### src/rtl/frs_pkg.sv
package frs_pkg;

  // Strobes from control to datapath
  typedef struct packed {
    logic load;       // sample configuration, clear counters
    logic step;       // one pixel time elapses
    logic lineWrap;   // move to the next line of the same field
    logic fieldWrap;  // field finished, return to idle
  } seqCtl_t;

  // Position flags from datapath to control
  typedef struct packed {
    logic pixZero;
    logic pixEnd;
    logic lastLine;
  } seqStat_t;

endpackage

### src/rtl/frs_ctrl.sv
module frs_ctrl
  import frs_pkg::*;
(
  input  logic     clk,
  input  logic     rstN,
  input  logic     fieldStart,
  input  seqStat_t stat,
  output seqCtl_t  ctl,
  output logic     lineStart,
  output logic     fieldEnd
);

  logic running;

  always_ff @(posedge clk or negedge rstN) begin
    if (!rstN) begin
      running <= 1'b0;
    end else if (fieldStart) begin
      running <= 1'b1;
    end else if (ctl.fieldWrap) begin
      running <= 1'b0;
    end
  end

  always_comb begin
    ctl.load      = fieldStart;
    ctl.step      = running && !fieldStart;
    ctl.lineWrap  = ctl.step && stat.pixEnd && !stat.lastLine;
    ctl.fieldWrap = ctl.step && stat.pixEnd && stat.lastLine;
  end

  assign lineStart = running && stat.pixZero;
  assign fieldEnd  = running && stat.pixEnd && stat.lastLine;

endmodule

### src/rtl/frs_region.sv
module frs_region #(
  parameter int NUM_REGIONS = 9,
  parameter int LINE_W      = 13,
  localparam int RIDX_W     = (NUM_REGIONS > 1) ? $clog2(NUM_REGIONS) : 1
) (
  input  logic [RIDX_W-1:0]                   regionIdx,
  input  logic [LINE_W-1:0]                   nextLine,
  input  logic [(NUM_REGIONS-1)*LINE_W-1:0]   changePos,
  output logic                                advance
);

  logic [NUM_REGIONS-1:1] hit;

  genvar k;
  generate
    for (k = 1; k < NUM_REGIONS; k++) begin : g_cmp
      assign hit[k] = (changePos[(k-1)*LINE_W +: LINE_W] == nextLine);
    end
  endgenerate

  // Only the region directly after the active one may be entered
  always_comb begin
    advance = 1'b0;
    for (int r = 0; r < NUM_REGIONS - 1; r++) begin
      if (regionIdx == RIDX_W'(r)) advance = hit[r+1];
    end
  end

endmodule

### src/rtl/frs_datapath.sv
module frs_datapath
  import frs_pkg::*;
#(
  parameter int NUM_REGIONS = 9,
  parameter int SEQ_W       = 5,
  parameter int LINE_W      = 13,
  parameter int PIX_W       = 13,
  localparam int MODE_W     = 2,
  localparam int RIDX_W     = (NUM_REGIONS > 1) ? $clog2(NUM_REGIONS) : 1,
  localparam int CP_W       = (NUM_REGIONS - 1) * LINE_W
) (
  input  logic                          clk,
  input  logic                          rstN,
  input  seqCtl_t                       ctl,
  input  logic [PIX_W-1:0]              cfgLineLen,
  input  logic [PIX_W-1:0]              cfgLastLen,
  input  logic [LINE_W-1:0]             cfgFieldLines,
  input  logic [CP_W-1:0]               cfgChangePos,
  input  logic [NUM_REGIONS*SEQ_W-1:0]  cfgSeqSel,
  input  logic [NUM_REGIONS*MODE_W-1:0] cfgModeSel,
  output logic [PIX_W-1:0]              pixCount,
  output logic [LINE_W-1:0]             lineCount,
  output logic [RIDX_W-1:0]             regionIdx,
  output logic [SEQ_W-1:0]              seqSel,
  output logic                          multEn,
  output logic                          sweepEn,
  output seqStat_t                      stat
);

  // Shadow copies taken at field start
  logic [PIX_W-1:0]              lineLenR;
  logic [PIX_W-1:0]              lastLenR;
  logic [LINE_W-1:0]             fieldLinesR;
  logic [CP_W-1:0]               changePosR;
  logic [NUM_REGIONS*SEQ_W-1:0]  seqR;
  logic [NUM_REGIONS*MODE_W-1:0] modeR;

  always_ff @(posedge clk or negedge rstN) begin
    if (!rstN) begin
      lineLenR    <= '0;
      lastLenR    <= '0;
      fieldLinesR <= '0;
      changePosR  <= '0;
      seqR        <= '0;
      modeR       <= '0;
    end else if (ctl.load) begin
      lineLenR    <= cfgLineLen;
      lastLenR    <= cfgLastLen;
      fieldLinesR <= cfgFieldLines;
      changePosR  <= cfgChangePos;
      seqR        <= cfgSeqSel;
      modeR       <= cfgModeSel;
    end
  end

  // Position flags; zero lengths collapse to one
  logic [LINE_W:0]   lineNext;
  logic [PIX_W:0]    pixNext;
  logic [PIX_W-1:0]  curLen;
  logic [LINE_W-1:0] nextLine;
  logic              advance;

  assign lineNext      = {1'b0, lineCount} + 1'b1;
  assign pixNext       = {1'b0, pixCount} + 1'b1;
  assign stat.lastLine = (lineNext >= {1'b0, fieldLinesR});
  assign curLen        = stat.lastLine ? lastLenR : lineLenR;
  assign stat.pixEnd   = (pixNext >= {1'b0, curLen});
  assign stat.pixZero  = (pixCount == '0);
  assign nextLine      = lineNext[LINE_W-1:0];

  frs_region #(
    .NUM_REGIONS (NUM_REGIONS),
    .LINE_W      (LINE_W)
  ) u_region (
    .regionIdx (regionIdx),
    .nextLine  (nextLine),
    .changePos (changePosR),
    .advance   (advance)
  );

  always_ff @(posedge clk or negedge rstN) begin
    if (!rstN) begin
      pixCount  <= '0;
      lineCount <= '0;
      regionIdx <= '0;
    end else if (ctl.load || ctl.fieldWrap) begin
      pixCount  <= '0;
      lineCount <= '0;
      regionIdx <= '0;
    end else if (ctl.lineWrap) begin
      pixCount  <= '0;
      lineCount <= nextLine;
      if (advance) regionIdx <= regionIdx + 1'b1;
    end else if (ctl.step) begin
      pixCount  <= pixNext[PIX_W-1:0];
    end
  end

  // Per-region selection outputs
  logic [MODE_W-1:0] modeCur;

  assign seqSel  = seqR[regionIdx*SEQ_W +: SEQ_W];
  assign modeCur = modeR[regionIdx*MODE_W +: MODE_W];
  assign multEn  = modeCur[1];
  assign sweepEn = modeCur[0];

endmodule

### src/rtl/field_region_seq.sv
module field_region_seq
  import frs_pkg::*;
#(
  parameter int NUM_REGIONS = 9,
  parameter int SEQ_W       = 5,
  parameter int LINE_W      = 13,
  parameter int PIX_W       = 13,
  localparam int RIDX_W     = (NUM_REGIONS > 1) ? $clog2(NUM_REGIONS) : 1
) (
  input  logic                               clk,
  input  logic                               rstN,
  input  logic                               fieldStart,
  input  logic [PIX_W-1:0]                   cfgLineLen,
  input  logic [PIX_W-1:0]                   cfgLastLen,
  input  logic [LINE_W-1:0]                  cfgFieldLines,
  input  logic [(NUM_REGIONS-1)*LINE_W-1:0]  cfgChangePos,
  input  logic [NUM_REGIONS*SEQ_W-1:0]       cfgSeqSel,
  input  logic [NUM_REGIONS*2-1:0]           cfgModeSel,
  output logic [PIX_W-1:0]                   pixCount,
  output logic [LINE_W-1:0]                  lineCount,
  output logic [RIDX_W-1:0]                  regionIdx,
  output logic [SEQ_W-1:0]                   seqSel,
  output logic                               multEn,
  output logic                               sweepEn,
  output logic                               lineStart,
  output logic                               fieldEnd
);

  seqCtl_t  ctl;
  seqStat_t stat;

  frs_ctrl u_ctrl (
    .clk        (clk),
    .rstN       (rstN),
    .fieldStart (fieldStart),
    .stat       (stat),
    .ctl        (ctl),
    .lineStart  (lineStart),
    .fieldEnd   (fieldEnd)
  );

  frs_datapath #(
    .NUM_REGIONS (NUM_REGIONS),
    .SEQ_W       (SEQ_W),
    .LINE_W      (LINE_W),
    .PIX_W       (PIX_W)
  ) u_dp (
    .clk           (clk),
    .rstN          (rstN),
    .ctl           (ctl),
    .cfgLineLen    (cfgLineLen),
    .cfgLastLen    (cfgLastLen),
    .cfgFieldLines (cfgFieldLines),
    .cfgChangePos  (cfgChangePos),
    .cfgSeqSel     (cfgSeqSel),
    .cfgModeSel    (cfgModeSel),
    .pixCount      (pixCount),
    .lineCount     (lineCount),
    .regionIdx     (regionIdx),
    .seqSel        (seqSel),
    .multEn        (multEn),
    .sweepEn       (sweepEn),
    .stat          (stat)
  );

endmodule

### config.mk
export PLATFORM = sky130hd
export DESIGN_NAME = field_region_seq
export DESIGN_NICKNAME = d
export VERILOG_FILES = /design/src/rtl/frs_pkg.sv /design/src/rtl/frs_ctrl.sv /design/src/rtl/frs_region.sv /design/src/rtl/frs_datapath.sv /design/src/rtl/field_region_seq.sv
export SDC_FILE = /design/constraint.sdc
export NUM_CORES = 1
export LEC_CHECK = 0
export ABC_AREA = 1
export BUFFER_PORTS_ARGS = -buffer_cell sky130_fd_sc_hd__buf_2
export CAP_MARGIN = 20
export CORE_MARGIN = 3
export CORE_UTILIZATION = 30
export CTS_BUF_LIST = sky130_fd_sc_hd__clkbuf_8
export DETAILED_ROUTE_END_ITERATION = 8
export HOLD_SLACK_MARGIN = 0.05
export PLACE_DENSITY_LB_ADDON = 0.3
export SLEW_MARGIN = 30
export SYNTH_ARGS = -nofsm -noshare
export SYNTH_HDL_FRONTEND = slang
export SYNTH_SLANG_ARGS = --single-unit
### constraint.sdc
create_clock -name clk -period 10.03 [get_ports clk]
set_clock_uncertainty 0.1 [all_clocks]
set_input_delay 0.5015 -clock clk [delete_from_list [all_inputs] [get_ports clk]]
set_output_delay 0.5015 -clock clk [all_outputs]
set_load 0.01 [all_outputs]
==> results.json, run 1 <==
{
  "cts_root_buffer": "clkbuf_8",
  "insertion_delay_ns": 0.60,
  "reg2reg_to": "u_dp.regionIdx[2]",
  "grt_overflow": 0,
  "grt_pass1_vias": 12350,
  "synth_area_leaders": "dfrtp_1, nand2_1, o21ai_0",
  "fin_ws_ns": 3.739,
  "min_path_cells": 3,
  "clk_path_buf_depth": 3,
  "power.total_uw": 2570,
  "synth_async_sr_flop_share": 1.000,
  "gp_congestion": 0.8861,
  "layout-drive-gt1-share": 0.1771,
  "synthFlopType": "dfrtp_1",
  "syn_to_final_growth_pct": 36.97,
  "rsz0062_at_grt": "false",
  "netlist_top_cells_count": "nand2_1, dfrtp_1, inv_1",
  "slew_violations": 0,
  "hold_end": "u_dp.changePosR[15]",
  "status": "complete, no violations",
  "fmax_mhz": 159.0,
  "ioPinCount": 248,
  "clkSinkCount": 237,
  "synthCells": 1613,
  "port_buffers": 247,
  "dp_slack_ns": 4.189,
  "ff_latch_area_um2": 5931,
  "syn_area_um2": 12430,
  "finalCritPeriodShare": 0.6272,
  "grt_util_met1": 0.2777,
  "synth_cell_types": 45,
  "cts_tree": "built",
  "r2r_cells": 37,
  "nFillCells": 4140,
  "vias": 12170,
  "ys_seq_area_frac": 0.4770,
  "num_rows": 73,
  "worst_setup_path_end_kind": "output pin",
  "antenna_found_initial": 1,
  "hold-worst-slack_ns": 0.08601,
  "leakagePower_uw": 0.008854,
  "cpMostUsedCell": "nand2_1",
  "yosys.area.top_type_share": 0.4770,
  "first_iter_violations": 818,
  "synth_area_leader_cell": "dfrtp_1",
  "via_per_inst": 4.672,
  "multiInputGateArea_um2": 5513,
  "wl_per_cell_um": 16.89,
  "synth_fp_nets": 1855,
  "timing.critical_path.max_delay_family": "simple AND/OR/NAND/NOR gates",
  "globalRouteTotalUtil": 0.1990,
  "min_period_ns": 6.291,
  "ant_nets": 0,
  "coreArea_um2": 40370,
  "grt_max_degree": 121,
  "path_max_fanout": 28,
  "die_width_um": 209.6,
  "nets": 2286,
  "post-route-drc-count": 0,
  "crit_type": "flop to output pin",
  "wirelength_um": 43970,
  "postCtsSetupRepairBufs": 0,
  "yosys_register_bits": 237,
  "r2r_setup_slack_ns": 4.08,
  "grt_pass1_wl_um": 69200,
  "min_from": "cfgChangePos[15]",
  "finalSetupTns_ns": 0,
  "cp_num_buf_inv": 6,
  "htree_levels": 2,
  "cts_buffers": 44,
  "post-dp-hpwl_um": 30950,
  "maxCapViolations": 0,
  "worstPathRequired_ns": 9.43,
  "first_pass_iters": 5,
  "final_util": 0.4218,
  "worst_slew_margin_rel": 0.4337,
  "grt_busiest_layer": "met2",
  "slowest_stage": "dfrtp_1",
  "grtUsageMet3": 0.03019,
  "start_util": 0.3080,
  "power_density_nw_per_um2": 150.9,
  "hold_viol": 0,
  "slowest_delay_ns": 0.76,
  "postSynthAreaPerCell_um2": 7.708,
  "die_area_um2": 43920,
  "tightest_slew_ns": 0.8485,
  "reg2reg_from": "u_dp.lineCount[0]",
  "finalSetupViolCount": 0,
  "ir_drop_v": 0.00007713,
  "die-height_um": 209.6,
  "met2_usage": 0.3151,
  "synth_edf_count": 0,
  "synth.most_common_cell": "nand2_1",
  "crit_arrival_ns": 5.69,
  "yosysWarningCount": 0,
  "worstHoldPathType": "input pin to flop",
  "clk_pin_slew_ns": 0.06,
  "critPathLaunchType": "flop"
}
==> worst max path at each step <==
stage               depth (start not counted)         startpoint                 end
floorplan                                  35  u_dp.lineCount[1]  u_dp.lineCount[10]
global placement                           36  u_dp.lineCount[0]   u_dp.regionIdx[0]
detailed placement                         37  u_dp.lineCount[0]   u_dp.regionIdx[2]
CTS                                        34  u_dp.lineCount[0]            fieldEnd
global route                               34  u_dp.lineCount[0]            fieldEnd
finish                                     34  u_dp.lineCount[0]            fieldEnd
==> cells in the final DEF (no fill, tap or decap), types with 11 or more instances in the layout <==
master,synthesis,routed
nand2_1,581,581
buf_2,4,245
dfrtp_1,237,237
dlygate4sd3_1,0,194
inv_1,183,191
o21ai_0,176,176
nor2_1,61,61
clkbuf_8,0,56
nand3_1,55,55
a21oi_1,52,52
xor2_1,37,37
ha_1,33,33
o22ai_1,28,28
nand2_2,16,16
nand4_1,15,15
clkinv_2,0,11
==> power breakdown <==
group	switching, uW	total, uW	internal (uW)
Combinational	298	510	212
Sequential	50.0	1090	1040
Clock	441	972	531
==> worst register-to-register path: cells and delay by family, from the launching register on <==
family	cells	cell delay, ns
DFF	1	0.76
and+or+nand+nor	22	2.54
AOI/OAI and AO/OA	8	0.85
adders and majority gates	2	0.61
buffers and inverters	5	1.02
==> logic make-up (layout without fill, tap and decap cells) <==
| group | count (synthesis) | in the layout | share of synthesized area |
|---|---|---|---|
| xor+xnor | 42 | 42 | 0.03019 |
| fa+ha+maj | 33 | 33 | 0.03321 |
| compound gates | 288 | 288 | 0.1278 |
| simple gates | 757 | 757 | 0.2510 |
| other cells | 0 | 1 | 0 |
| buf+inv | 256 | 721 | 0.08081 |
| flops | 237 | 237 | 0.4770 |
==> sequential cells by signal, summed over array words and instances, names as in the netlist <==
signal / cells
u_dp.changePosR: 104
u_dp.seqR: 45
u_dp.modeR: 18
u_dp.fieldLinesR: 13
u_dp.lastLenR: 13
u_dp.lineCount: 13
u_dp.lineLenR: 13
u_dp.pixCount: 13
u_dp.regionIdx: 4
u_ctrl.running: 1
==> metrics by stage <==
step | cell area [um2] | cells
floorplan | 12430 | 1613
finish | 17030 | 2604
global route | 17030 | 2603
global placement | 14130 | 2328
CTS | 17000 | 2602
detailed placement | 14140 | 2328
==> final cells by class <==
class | count | area share
flip-flops and latches | 237 | 0.3482
multi-input cells | 1120 | 0.3237
repair buffers | 451 | 0.1934
clock buffers | 56 | 0.04526
inverters | 190 | 0.04217
well taps | 525 | 0.03857
clock inverters | 24 | 0.008522
diodes | 1 | 0.0001469
==> timing repair <==
| action | CTS | global route |
|---|---|---|
| hold endpoints to repair | 311 | 0 |
| hold buffers | 194 | 0 |
| gates resized for setup | 0 | 0 |
==> routing by layer <==
metal	routed length [um]	vias to the layer above
li1	-	6023
met1	20400	5672
met2	19990	390
met3	2263	78
met4	1307	2
met5	9	-
Note: power is estimated with default switching activity, not from simulation.
==> run 2: changes to the inputs <==
Settings changed: ABC_AREA 1 to 0.
Clock period 10.03 ns to 5.3 ns, I/O delays scaled along.
==> run 2 against run 1 <==
Compared with the run above: non-clock buffer count increased by 76; die area increased by 5.2%; worst hold slack improved by 0.18 ns; clock-buffer cell count increased by 2; clock power increased by 85%; utilization increased by 1.4 points; synthesized cell count decreased by 30%; wire length increased by 2.2%; register-to-register slack got worse by 3.9 ns; worst setup slack got worse by 3.6 ns; first-iteration DRC count decreased by 36%; critical path depth decreased by 12; critical path type unchanged; largest power group unchanged.
==> results.json, run 2 <==
{
  "status": "complete, no violations",
  "path_max_fanout": 4,
  "cts_tree": "built",
  "grt_overflow": 0,
  "ir_drop_v": 0.0001829,
  "syn_to_final_growth_pct": 41.46,
  "grt_pass1_wl_um": 69170,
  "maxCapViolations": 0,
  "cts_root_buffer": "clkbuf_8",
  "rsz0062_at_grt": "true",
  "syn_area_um2": 13110,
  "worstPathRequired_ns": 4.93,
  "yosysWarningCount": 0,
  "wirelength_um": 44930,
  "post-dp-hpwl_um": 31330,
  "final_util": 0.4361,
  "worst_slew_margin_rel": 0.3857,
  "synthCells": 1123,
  "layout-drive-gt1-share": 0.3822,
  "layout_commonest_cell": "buf_2",
  "ant_nets": 0,
  "via_per_inst": 4.881,
  "finalCritPeriodShare": 0.9706,
  "synth.most_common_cell": "dfrtp_1",
  "worstHoldPathType": "input pin to flop",
  "top_regs": "u_dp.changePosR x104, u_dp.seqR x45, u_dp.modeR x18",
  "hold_viol": 0,
  "crit_arrival_ns": 4.78,
  "wl_per_cell_um": 20.10,
  "vias": 10910,
  "worst_setup_path_end_kind": "output pin",
  "insertion_delay_ns": 0.60,
  "r2r_cells": 25,
  "fmax_mhz": 194.4,
  "clkSinkCount": 237,
  "finalSetupViolCount": 0,
  "synthFlopType": "dfrtp_1",
  "postSynthAreaPerCell_um2": 11.67,
  "antenna_found_initial": 3,
  "cts_buffers": 45,
  "leakagePower_uw": 0.008303,
  "synth_async_sr_flop_share": 1.000,
  "synth_area_leaders": "dfrtp_1, mux2_2, ha_1",
  "slew_violations": 0,
  "final_cell_mix": "buf_2, dfrtp_1, dlygate4sd3_1",
  "die-height_um": 215.0,
  "power_density_nw_per_um2": 259.5,
  "globalRouteTotalUtil": 0.1911,
  "die_width_um": 215.0,
  "grt_max_degree": 127,
  "worstSetupStartpoint": "u_dp.lineCount[0]",
  "hold-worst-slack_ns": 0.2634,
  "coreArea_um2": 42510,
  "first_pass_iters": 5,
  "p_sw_uw": 1351,
  "critPathLaunchType": "flop",
  "ioPinCount": 248,
  "largest_reg_flops": 104,
  "first_iter_violations": 523,
  "grt_pass1_vias": 11840,
  "min_from": "fieldStart",
  "p_clk_frac": 0.374,
  "synth_fp_nets": 1365,
  "port_buffers": 247,
  "nFillCells": 3968,
  "num_rows": 75,
  "tightest_slew_ns": 0.9181,
  "die_area_um2": 46230,
  "htree_levels": 2,
  "swShare": 0.2807,
  "pwr-share-seq": 0.439,
  "yosys_register_bits": 237,
  "clk_path_buf_depth": 3,
  "crit_type": "flop to output pin",
  "synth_area_leader_cell": "dfrtp_1",
  "synth_cell_types": 74,
  "min_path_cells": 2,
  "min_period_ns": 5.144,
  "start_util": 0.3083,
  "reg2reg_from": "u_dp.lineCount[0]",
  "synth_edf_count": 0,
  "clk_pin_slew_ns": 0.06,
  "pwr-share-comb": 0.187,
  "nets": 1869,
  "regMostFlops": "u_dp.changePosR",
  "post-route-drc-count": 0,
  "ys_seq_area_frac": 0.4525,
  "intPower_uw": 3461,
  "netlist_top_cells_count": "dfrtp_1, mux2_2, o21ai_0",
  "gp_congestion": 0.8877,
  "yosys.area.top_type_share": 0.4525
}
[run 2: cell count changes after synthesis, moves of 18 or more]
cell	change
nand2_1	-527
a21oi_1	-31
inv_1	-141
xnor3_1	+18
o21ai_0	-120
mux2i_1	+21
nor2_1	-31
nand3_1	-29
mux2_2	+191
xnor2_1	+38
nand2b_1	+20
o22ai_1	-23
[run 2: worst max-delay path, stage by stage (launching register included)]
cell and delay, ns:
dfrtp_2 0.40, ha_4 0.15, nand3_4 0.09, buf_6 0.15
nor3_4 0.23, xnor2_2 0.16, inv_1 0.10, ha_4 0.30
o2111ai_4 0.13, nor2_2 0.14, a21oi_2 0.07, o21ai_4 0.28
buf_6 0.14, mux2_2 0.32, ha_1 0.26, nand2b_1 0.14
a21o_1 0.18, a21oi_2 0.12, o21ai_2 0.07, a221oi_2 0.35
o21ai_2 0.11, and2_4 0.15, buf_6 0.12
[run 2: final cells by class]
cell class	count	area, um2	area share
Tap cell	577	721.9	0.03894
Antenna cell	3	7.507	0.0004049
Timing Repair Buffer	527	3948	0.2129
Inverter	43	161.4	0.008706
Clock inverter	18	81.33	0.004387
Multi-Input combinational cell	773	6885	0.3714
Clock buffer	58	798.3	0.04306
Sequential cell	237	5936	0.3202
[run 2: final timing paths]
kind | slack (ns) | endpoint
max | 0.16 | fieldEnd
min | 0.26 | u_dp.lineLenR[1]
min in group asynchronous | 0.57 | u_dp.changePosR[64]
max reg2reg | 0.22 | u_dp.lineCount[5]
max in group asynchronous | 3.44 | u_dp.lineCount[4]
min reg2reg | 0.40 | u_dp.seqR[26]
[run 2: stage by stage]
step	area [um2]	setup TNS (ns)	cells	worst slack, ns	total power, uW
floorplan	13120	0	1123	0.002668	2576
global placement	15240	0	1935	0.3617	2881
detailed placement	15240	0	1935	0.2387	2897
CTS	18280	0	2221	0.005633	4870
global route	18530	-0.1210	2233	-0.1082	5075
finish	18540	0	2236	0.1556	4811
[run 2: power by group through the flow]
stage	Clock [uW]	Sequential (uW)	Combinational, uW
2_1_floorplan	0	2090	483
3_3_place_gp	0	2140	742
3_5_place_dp	0	2140	755
4_1_cts	1870	2110	888
5_1_grt	1950	2130	996
6_report	1800	2110	900
[run 2: timing repair]
item / CTS / global route
hold buffers: 207 / 1
endpoints found under the setup margin: 1 / 3
pin swaps: 4 / 20
gates resized for setup: 17 / 31
buffers inserted: 3 / 11
endpoints found under the hold margin: 317 / 6
[run 2: layer usage]
metal  part of all wire  global-route usage
met4              0.024             0.05265
met3              0.057             0.04237
met2               0.50              0.3390
met1               0.42              0.2341
met5            0.00029                   0
[run 2: cells by family after synthesis]
family / Yosys count / share of synthesized area
and+or+nand+nor: 251 / 0.1056
DFF: 237 / 0.4525
muxes: 226 / 0.2042
AOI/OAI and AO/OA: 169 / 0.08669
buffers and inverters: 113 / 0.03513
xor gates and xnor gates: 94 / 0.08430
adders and majority gates: 33 / 0.03151
